`config.mk`:
```
export PLATFORM = sky130hd
export DESIGN_NAME = scan_seq_top
export DESIGN_NICKNAME = d
export VERILOG_FILES = /design/src/rtl/scan_seq_pkg.sv /design/src/rtl/scan_vec_mem.sv /design/src/rtl/scan_resp_cmp.sv /design/src/rtl/scan_seq_ctrl.sv /design/src/rtl/scan_seq_top.sv
export SDC_FILE = /design/constraint.sdc
export NUM_CORES = 1
export LEC_CHECK = 0
export BUFFER_PORTS_ARGS = -buffer_cell sky130_fd_sc_hd__buf_2
export CAP_MARGIN = 20
export CORE_MARGIN = 3
export CORE_UTILIZATION = 30
export CTS_CLUSTER_DIAMETER = 200
export CTS_CLUSTER_SIZE = 16
export DETAILED_ROUTE_END_ITERATION = 7
export GPL_TIMING_DRIVEN = 0
export PLACE_DENSITY = 0.57
export SLEW_MARGIN = 20
export SYNTH_ARGS = -nofsm -noshare
export SYNTH_HDL_FRONTEND = slang
export SYNTH_HIERARCHICAL = 1
export SYNTH_SLANG_ARGS = --single-unit
```
`constraint.sdc`:
```
create_clock -name clk -period 5.7 [get_ports clk]
set_clock_uncertainty 0.05 [all_clocks]
set_input_delay 1.14 -clock clk [delete_from_list [all_inputs] [get_ports clk]]
set_output_delay 1.14 -clock clk [all_outputs]
set_load 0.02 [all_outputs]
```
`src/rtl/scan_seq_pkg.sv`:
```
package scan_seq_pkg;
  typedef enum logic [2:0] {
    PH_IDLE,
    PH_PRE,
    PH_LOAD,
    PH_CAPT,
    PH_FLUSH
  } phase_t;
endpackage

```
`src/rtl/scan_vec_mem.sv`:
```
module scan_vec_mem #(
  parameter int W     = 8,
  parameter int DEPTH = 16,
  localparam int AW   = $clog2(DEPTH)
) (
  input  logic          clk,
  input  logic          we,
  input  logic [AW-1:0] waddr,
  input  logic [W-1:0]  wdata,
  input  logic [AW-1:0] raddr,
  output logic [W-1:0]  rdata
);
  logic [W-1:0] store_q [DEPTH];

  always_ff @(posedge clk) begin
    if (we) store_q[waddr] <= wdata;
  end

  assign rdata = store_q[raddr];
endmodule

```
`src/rtl/scan_resp_cmp.sv`:
```
module scan_resp_cmp #(
  parameter int NPO = 4
) (
  input  logic           clk,
  input  logic           rst_n,
  input  logic           clr,
  input  logic           so_en,
  input  logic           so_exp,
  input  logic           so_act,
  input  logic           po_en,
  input  logic [NPO-1:0] po_exp,
  input  logic [NPO-1:0] po_act,
  output logic           fail
);
  logic fail_q, fail_d, miss;

  always_comb begin
    miss   = (so_en && (so_exp != so_act)) || (po_en && (po_exp != po_act));
    fail_d = clr ? 1'b0 : (fail_q | miss);
  end

  always_ff @(posedge clk or negedge rst_n) begin
    if (!rst_n) fail_q <= 1'b0;
    else        fail_q <= fail_d;
  end

  assign fail = fail_q;

  // once set, the flag holds until a start clears it
  a_r8_fail_sticky: assert property (@(posedge clk) disable iff (!rst_n)
    fail_q && !clr |=> fail_q);
  // an output mismatch sets the flag on the next clock
  a_r8_po_miss_sets: assert property (@(posedge clk) disable iff (!rst_n)
    po_en && (po_act != po_exp) && !clr |=> fail_q);
  // a serial mismatch sets the flag on the next clock
  a_r6_so_miss_sets: assert property (@(posedge clk) disable iff (!rst_n)
    so_en && (so_act != so_exp) && !clr |=> fail_q);
endmodule

```
`src/rtl/scan_seq_ctrl.sv`:
```
module scan_seq_ctrl
  import scan_seq_pkg::*;
#(
  parameter int NSFF  = 8,
  parameter int NPI   = 4,
  parameter int DEPTH = 16,
  parameter int CW    = 32,
  localparam int AW   = $clog2(DEPTH),
  localparam int BW   = $clog2(NSFF + 5)
) (
  input  logic            clk,
  input  logic            rst_n,
  input  logic            start,
  input  logic [AW:0]     num_vec,
  input  logic [NPI-1:0]  ent_pi,
  input  logic [NSFF-1:0] ent_st,
  input  logic [NSFF-1:0] ent_ns,
  output logic [AW-1:0]   rd_addr,
  output logic            tc,
  output logic            si,
  output logic [NPI-1:0]  pi_out,
  output logic            so_en,
  output logic            so_exp,
  output logic            po_en,
  output logic            clr,
  output logic            busy,
  output logic            done,
  output logic [CW-1:0]   cycle_cnt
);
  phase_t          phase_q, phase_d;
  logic [BW-1:0]   bcnt_q, bcnt_d, rev;
  logic [AW-1:0]   vidx_q, vidx_d;
  logic [AW:0]     nvec_q, nvec_d;
  logic [NSFF-1:0] prev_q;
  logic [CW-1:0]   cyc_q;
  logic            done_q, done_d;
  logic            pre_last, sh_last, vec_last, st_bit, ns_bit, pre_bit;

  assign pre_last = (bcnt_q == BW'(NSFF + 3));
  assign sh_last  = (bcnt_q == BW'(NSFF - 1));
  assign vec_last = ({1'b0, vidx_q} == (nvec_q - 1'b1));
  assign rev      = BW'(NSFF - 1) - bcnt_q;
  assign pre_bit  = |((bcnt_q - BW'(NSFF)) & BW'(2));

  // bit pick of the load state and of the previous response, MSB first
  always_comb begin
    st_bit = 1'b0;
    ns_bit = 1'b0;
    for (int b = 0; b < NSFF; b++) begin
      if (rev == BW'(b)) begin
        st_bit = ent_st[b];
        ns_bit = prev_q[b];
      end
    end
  end

  always_comb begin
    phase_d = phase_q;
    bcnt_d  = bcnt_q;
    vidx_d  = vidx_q;
    nvec_d  = nvec_q;
    done_d  = done_q;
    case (phase_q)
      PH_IDLE: if (start) begin
        phase_d = PH_PRE;
        bcnt_d  = '0;
        vidx_d  = '0;
        nvec_d  = (num_vec == '0) ? (AW+1)'(1) : num_vec;
        done_d  = 1'b0;
      end
      PH_PRE: begin
        bcnt_d = pre_last ? '0 : bcnt_q + 1'b1;
        if (pre_last) phase_d = PH_LOAD;
      end
      PH_LOAD: begin
        bcnt_d = sh_last ? '0 : bcnt_q + 1'b1;
        if (sh_last) phase_d = PH_CAPT;
      end
      PH_CAPT: begin
        bcnt_d = '0;
        if (vec_last) phase_d = PH_FLUSH;
        else begin
          phase_d = PH_LOAD;
          vidx_d  = vidx_q + 1'b1;
        end
      end
      PH_FLUSH: begin
        bcnt_d = sh_last ? '0 : bcnt_q + 1'b1;
        if (sh_last) begin
          phase_d = PH_IDLE;
          done_d  = 1'b1;
        end
      end
      default: phase_d = PH_IDLE;
    endcase
  end

  always_ff @(posedge clk or negedge rst_n) begin
    if (!rst_n) begin
      phase_q <= PH_IDLE;
      bcnt_q  <= '0;
      vidx_q  <= '0;
      nvec_q  <= '0;
      prev_q  <= '0;
      cyc_q   <= '0;
      done_q  <= 1'b0;
    end else begin
      phase_q <= phase_d;
      bcnt_q  <= bcnt_d;
      vidx_q  <= vidx_d;
      done_q  <= done_d;
      if (clr) nvec_q <= nvec_d;
      if (phase_q == PH_CAPT) prev_q <= ent_ns;
      if (clr)       cyc_q <= '0;
      else if (busy) cyc_q <= cyc_q + 1'b1;
    end
  end

  always_comb begin
    busy   = (phase_q != PH_IDLE);
    clr    = (phase_q == PH_IDLE) && start;
    tc     = (phase_q == PH_IDLE) || (phase_q == PH_CAPT);
    pi_out = (phase_q == PH_CAPT) ? ent_pi : '0;
    po_en  = (phase_q == PH_CAPT);
    si     = 1'b0;
    so_en  = 1'b0;
    so_exp = 1'b0;
    case (phase_q)
      PH_PRE: begin
        si     = |(bcnt_q & BW'(2));
        so_en  = (bcnt_q >= BW'(NSFF));
        so_exp = pre_bit;
      end
      PH_LOAD: begin
        si     = st_bit;
        so_en  = (vidx_q != '0);
        so_exp = ns_bit;
      end
      PH_FLUSH: begin
        so_en  = 1'b1;
        so_exp = ns_bit;
      end
      default: ;
    endcase
  end

  assign rd_addr   = vidx_q;
  assign done      = done_q;
  assign cycle_cnt = cyc_q;

  logic [CW-1:0] len_exp;
  assign len_exp = CW'((int'(nvec_q) + 2) * NSFF + int'(nvec_q) + 4);

  // the finished run has the closed-form length
  a_r7_run_length: assert property (@(posedge clk) disable iff (!rst_n)
    $rose(done_q) |-> cyc_q == len_exp);
  // a capture clock is always followed by a shift clock
  a_r5_one_capture: assert property (@(posedge clk) disable iff (!rst_n)
    busy && tc |=> !tc);
  // primary inputs stay quiet on shift clocks
  a_r4_pi_quiet: assert property (@(posedge clk) disable iff (!rst_n)
    busy && !tc |-> pi_out == '0);
  // a start during a run leaves the vector count alone
  a_r10_start_ignored: assert property (@(posedge clk) disable iff (!rst_n)
    busy && start |=> $stable(nvec_q));
  // the count holds while idle
  a_r7_count_holds: assert property (@(posedge clk) disable iff (!rst_n)
    !busy && !start |=> $stable(cyc_q));
endmodule

```
`src/rtl/scan_seq_top.sv`:
```
module scan_seq_top #(
  parameter int NSFF  = 8,
  parameter int NPI   = 4,
  parameter int NPO   = 4,
  parameter int DEPTH = 16,
  parameter int CW    = 32,
  localparam int AW   = $clog2(DEPTH),
  localparam int W    = 2 * NSFF + NPO + NPI
) (
  input  logic           clk,
  input  logic           rst_n,
  input  logic           start,
  input  logic [AW:0]    num_vec,
  input  logic           mem_we,
  input  logic [AW-1:0]  mem_addr,
  input  logic [W-1:0]   mem_wdata,
  output logic           test_ctl,
  output logic           scan_in,
  output logic [NPI-1:0] pi_bus,
  input  logic           scan_out,
  input  logic [NPO-1:0] po_bus,
  output logic           busy,
  output logic           done,
  output logic           fail,
  output logic [CW-1:0]  cycle_cnt
);
  logic [1:0]      rst_sync_q;
  logic            rst_n_s;
  logic [AW-1:0]   rd_addr;
  logic [W-1:0]    ent;
  logic            so_en, so_exp, po_en, clr;

  always_ff @(posedge clk or negedge rst_n) begin
    if (!rst_n) rst_sync_q <= 2'b00;
    else        rst_sync_q <= {rst_sync_q[0], 1'b1};
  end
  assign rst_n_s = rst_sync_q[1];

  scan_vec_mem #(.W(W), .DEPTH(DEPTH)) u_mem (
    .clk(clk), .we(mem_we), .waddr(mem_addr), .wdata(mem_wdata),
    .raddr(rd_addr), .rdata(ent)
  );

  scan_seq_ctrl #(.NSFF(NSFF), .NPI(NPI), .DEPTH(DEPTH), .CW(CW)) u_ctrl (
    .clk(clk), .rst_n(rst_n_s), .start(start), .num_vec(num_vec),
    .ent_pi(ent[NPI-1:0]),
    .ent_st(ent[NPI +: NSFF]),
    .ent_ns(ent[W-1 -: NSFF]),
    .rd_addr(rd_addr), .tc(test_ctl), .si(scan_in), .pi_out(pi_bus),
    .so_en(so_en), .so_exp(so_exp), .po_en(po_en), .clr(clr),
    .busy(busy), .done(done), .cycle_cnt(cycle_cnt)
  );

  scan_resp_cmp #(.NPO(NPO)) u_cmp (
    .clk(clk), .rst_n(rst_n_s), .clr(clr),
    .so_en(so_en), .so_exp(so_exp), .so_act(scan_out),
    .po_en(po_en), .po_exp(ent[NPI+NSFF +: NPO]), .po_act(po_bus),
    .fail(fail)
  );

  // idle outputs hold the circuit in normal mode
  a_r1_idle_normal: assert property (@(posedge clk) disable iff (!rst_n_s)
    !busy |-> test_ctl && !scan_in && (pi_bus == '0));
  // done and busy are never both set
  a_r7_done_excl: assert property (@(posedge clk) disable iff (!rst_n_s)
    !(done && busy));
endmodule

```
== After elaboration in Yosys (flattened, before gate mapping) ==
Memory sizes are Yosys's and may differ from the RTL's.
Index checks and enable logic that the tools add are counted.
Operators by class
  shift operators: 0
  order comparisons: 1
  multiply operators: 0
  div/mod/pow operators: 0
  add/subtract/negate cells: 6
  bitwise logic cells: 1
  equal/unequal tests: 21
  reduce and logical (&&, ||, !) cells: 20
  multiplexer cells: 41
Operators with widths (number)
  32-bit 2-to-1 mux: 2
  32-bit by 1-bit adder with 32-bit output, second input constant: 1
  1-bit 2-to-1 mux: 21
  4-bit by 3-bit equality test with 1-bit output, second input constant: 5
  4-bit 2-to-1 mux: 5
  4-bit one-hot mux with 4 select lines: 1
  3-bit 2-to-1 mux: 5
  3-bit one-hot mux with 5 select lines: 1
  3-bit AND reduction: 3
  4-bit by 1-bit adder with 4-bit output, second input constant: 2
  4-bit by 2-bit equality test with 1-bit output, second input constant: 2
  4-bit one-hot mux with 2 select lines: 1
  4-bit nonzero test: 2
  3-bit by 2-bit equality test with 1-bit output, second input constant: 2
  2-bit by 1-bit != test with 1-bit output, second input constant: 3
  1-bit one-hot mux with 2 select lines: 3
  2-bit nonzero test: 3
  4-bit by 5-bit equality test with 1-bit output: 1
  5-bit logical NOT: 1
  5-bit 2-to-1 mux: 1
  5-bit by 1-bit subtractor with 5-bit output, second input constant: 1
  4-bit by 1-bit equality test with 1-bit output, second input constant: 1
  4-bit equality test, second input constant: 1
  4-bit >= comparator, second input constant: 1
  17 further kinds: 21
Word-level totals
  ROM bits: 0
  latch bits: 0
  RAM bits: 384
  memories: 1
  register bits: 60
Memories
  u_mem.store_q: depth 16, bits a word 24, rd ports 1, clocked after Yosys merged registers in 0, wr ports 1, line scan_vec_mem.sv:13  | logic [W-1:0] store_q [DEPTH];

== Logic depth before layout (Yosys ltp) ==
  word-level depth: 16
  gate-level depth with buffers: 11
  depth with buffers taken out: 10

== Hierarchy ==
Netlist, hierarchy kept.
By module, submodules not included
  scan_vec_mem: area each 14450.1 sq um, sequential area each 11531.1 sq um, cells each 612, instances 1
  scan_seq_ctrl: area each 3151.8 sq um, sequential area each 1426.4 sq um, cells each 342, instances 1
  scan_resp_cmp: area each 87.6 sq um, sequential area each 25.0 sq um, cells each 9, instances 1
  scan_seq_top: area each 53.8 sq um, sequential area each 50.0 sq um, cells each 3, instances 1

== Least setup slack after synthesis ==
No wires, ideal clock.
  path kind: input-to-reg
  start: input mem_addr[2]
  end: memory u_mem/store_q[0][0] (netlist bit), enable pin
  cell stages on the path: 2
  arrival: 3.322 ns
  buffers on the path: 0
  library setup time: 0.435 ns
  slack: 1.893 ns
  cells stage by stage: or3b_2 -> nor3_1
RTL lines
  from (decl): line scan_seq_top.sv:15  | input logic [AW-1:0] mem_addr,
  to (decl): line scan_vec_mem.sv:13
Straight into the memory's write port.

== Worst setup path after layout ==
  start: register u_ctrl.vidx_q[3], in the netlist u_ctrl/rd_addr[3]
  end: output scan_in
On the way
  elaborated cells on any way between the ends: 10
RTL lines
  from (decl): line scan_seq_ctrl.sv:32  | logic [AW-1:0] vidx_q, vidx_d;
  from (signal assigned): line scan_seq_ctrl.sv:110  | vidx_q <= vidx_d;
  memory 16 x 24 bit
  via ent[5]: line scan_seq_top.sv:30  | logic [W-1:0] ent;
  1-bit 2-to-1 mux (7 in series): line scan_seq_ctrl.sv:50  | if (rev == BW'(b)) begin
  1-bit one-hot mux with 2 select lines: line scan_seq_ctrl.sv:128  | case (phase_q)
  to (decl): line scan_seq_top.sv:18  | output logic scan_in,
The timed path passes the listed nets, and every way through them passes these cells.

==> metrics.cfg <==
[global_routing]
grt_pass1_vias = 9664
grt_use_total_pct = 13.33
grt_pass1_wl_um = 63210
overflow = 0
grt_max_degree = 36
antenna_found_initial = 3

[timing]
min_period_ns = 4.936
max_freq_mhz = 202.6
hold_viol_final = 0
setup_slack_ns = 0.7640
drv_slew = 0
finalHoldWorstSlack_ns = 0.1911
tightest_slew_ns = 0.9905
rsz0062_at_grt = no
setup_viol = 0
min_period_over_period_pct = 86.60
slew_headroom_pct = 33.97

[die]
core_um2 = 58140
start_util_pct = 30.52
fp.dieH_um = 249.2
die_w_um = 249.2
rows = 88
die-area_um2 = 62100
pin_count = 83

[place]
portBuffers = 82
dp_hpwl_um = 27670
gp_congestion = 0.8065
dpl_worst_slack_ns = 1.399

[route]
routed_via_density = 5.117
drt-pass1-iter-count = 5
wire_per_inst_um = 22.28
drc = 0
drtAntennaViolNets = 0
routed_wl_um = 42000
drt-initial-drc-count = 999
vias = 9645

[setup_path]
crit_fanout = 10
r2r-start = u_ctrl/rd_addr[1]
worst_ep_arrival_time_ns = 3.75
max_stage_delay_ns = 0.68
cp_slowest_cell = clkbuf_1
cp-end-kind = output pin
reg2reg_to = u_cmp/fail
r2r_slack_ns = 2.18
r2r_cells = 8
crit_type = reg2out
critPathLaunch = u_ctrl/rd_addr[3]
crit_top_cell = clkbuf_1
required_ns = 4.51
worstPathCellList = and2_1 -> clkbuf_1 -> clkbuf_1 -> a22oi_1 -> nand2_1 -> a221oi_1 -> o311a_1 -> o41ai_1 -> buf_2
crit_path_start_kind = register

[clocking]
cts_hold_buf = 0
clk_latency_ns = 0.61
post-cts-setup-buffer-count = 0
path_clk_slew_ns = 0.09
cts_buffer_depth = 3
cts_made_buffers = 31
cts_tree = done
clock_sinks = 444
h-tree-depth = 1
clockRootBuffer = clkbuf_16
cts-resized-gates = 0

[power]
total_leakage_power_uw = 0.006752
switching_share_pct = 30.58
netSwitchingPower_uw = 2499
power_frac_seq_pct = 47.5
clkPwrFrac_pct = 25.6
power_density_nw_per_um2 = 397.8
p_int_uw = 5672
vdd_ir_drop_max_mv = 0.2651
p_comb_share_pct = 26.9

[synth]
synth-xor-area-share_pct = 0.5923
ys_seq_elements = 444
yosys.area_share.simple_pct = 5.740
synth_top_family_by_area = multiplexers
ys_seq_area_share_pct = 73.45
synth_compound_area_share_pct = 5.416
synthFlopType = edfxtp_1
synth_edf_count = 384
synthesis.area_um2 = 17740
ys_types = 62
syn-num-nets = 1016
postSynthAreaPerCell_um2 = 18.37
async_reset_ff_share_pct = 13.51
synth_warnings = 6
synth_cells = 966
synth.area.mux_share_pct = 12.66
synth_fa_ha_area_share_pct = 0.5641

[hold_path]
hold_path_class = reg2async

[finish]
drive_above_1_share_pct = 26.30
nets = 1158
utilization_pct = 35.33
areaGrowthSynthToFinish_pct = 15.77

[run_status]
outcome = completed

[job]
cap_violations = 0

[cell usage after synthesis (8+ instances only)]
cell type  count  area share [%]
a21oi_1       12            0.34
a22oi_1       51             2.2
and3_1         8            0.28
buf_2         13            0.37
clkbuf_1      24            0.51
dfrtp_1       60             8.5
edfxtp_1     384              65
ha_1           8            0.56
inv_1         12            0.25
mux4_2        96              12
nand2_1       85             1.8
nand3_1       24            0.68
nor2_1        28            0.59
nor2b_1        9            0.32
o211ai_1      14            0.59
o21ai_0       28            0.79
o31ai_1       16            0.68
[kinds of logic after synthesis]
| logic type | after synthesis |
|---|---|
| AOI/OAI and AO/OA | 138 |
| xor gates and xnor gates | 12 |
| adders and majority gates | 8 |
| buffers and inverters | 58 |
| DFF | 444 |
| muxes | 104 |
| other | 1 |
| and+or+nand+nor | 201 |
[worst max-delay path by stage]
stage	to	slack, ns	cells after the start
after floorplan	u_mem/store_q[0][0]	1.89	2
after global placement	u_mem/store_q[0][1]	-0.35	3
after CTS	scan_in	0.72	10
final	scan_in	0.76	9
after global routing	scan_in	0.44	11
after detailed placement	scan_in	1.40	10
[routing by layer]
metal | up-vias | track usage [%] | wire length, um
li1 | 4190 | - | -
met3 | 50 | 2.902 | 2963
met2 | 320 | 19.82 | 18560
met4 | 2 | 1.973 | 578
met1 | 5083 | 20.41 | 19880
met5 | - | 0 | 8
[metrics by stage]
stage / total power (uW) / instance area, um^2 / instances / TNS (ns)
after floorplan: 5437 / 17740 / 966 / 0
after global placement: 6104 / 19110 / 1813 / -10.40
after detailed placement: 6157 / 19670 / 1840 / 0
after CTS: 8251 / 20540 / 1883 / 0
after global routing: 8580 / 20540 / 1883 / 0
final: 8170 / 20540 / 1885 / 0
[sequential cells by signal, indices dropped and copies added (netlist names)]
register,count
u_mem/store_q,384
u_ctrl/cycle_cnt,32
u_ctrl/prev_q,8
u_ctrl/nvec_q,5
u_ctrl/bcnt_q,4
u_ctrl/rd_addr,4
u_ctrl/phase_q,3
rst_sync_q,2
u_cmp/fail,1
u_ctrl/done,1
[power by group through the flow]
| stage | sequential, uW | combinational [uW] | clock, uW |
|---|---|---|---|
| 2_1_floorplan | 3970 | 1470 | 0 |
| 3_3_place_gp | 3950 | 2160 | 0 |
| 3_5_place_dp | 3950 | 2210 | 0 |
| 4_1_cts | 3880 | 2210 | 2160 |
| 5_1_grt | 3910 | 2400 | 2280 |
| 6_report | 3880 | 2200 | 2090 |
[cell type report]
type	count	area, um^2
well taps	765	957.2
plain buffers	44	224.0
fillers	5459	37590
diodes	2	5.005
clock buffers	41	813.3
multi-input cells	464	4552
repair buffers	109	850.8
flip-flops and latches	444	13040
inverters	14	52.55
clock inverters	2	50.05
[layout by cell type, fill, tap and decap left out, drive strengths merged, types with 2 or more instances in the layout]
cell	Yosys	layout
nand3	25	25
nand2b	7	7
or3b	2	2
inv	13	14
nor2b	9	9
diode	0	2
edfxtp	384	384
nor3	9	9
o21ai	28	28
nand3b	5	5
buf	19	128
nand4	6	6
or2	2	2
nor2	30	30
mux2i	5	5
o41ai	3	3
clkbuf	25	66
xnor2	6	6
o211ai	14	14
and3	8	8
dfrtp	60	60
mux4	96	96
a22oi	51	51
a211oi	2	2
ha	8	8
a31oi	2	2
mux2	3	3
xor2	6	6
o31ai	16	16
or4	2	2
a221oi	2	2
a21oi	12	12
nor4	4	4
nand2	85	85
[critical path, delay by kind of cell (launching register included)]
| family | cells | cell delay, ns |
|---|---|---|
| AO/OA/AOI/OAI | 4 | 1.03 |
| flip-flops | 1 | 0.52 |
| buffers and inverters | 3 | 1.28 |
| AND/OR/NAND/NOR | 2 | 0.29 |
Power figures use the tool's default switching activity.
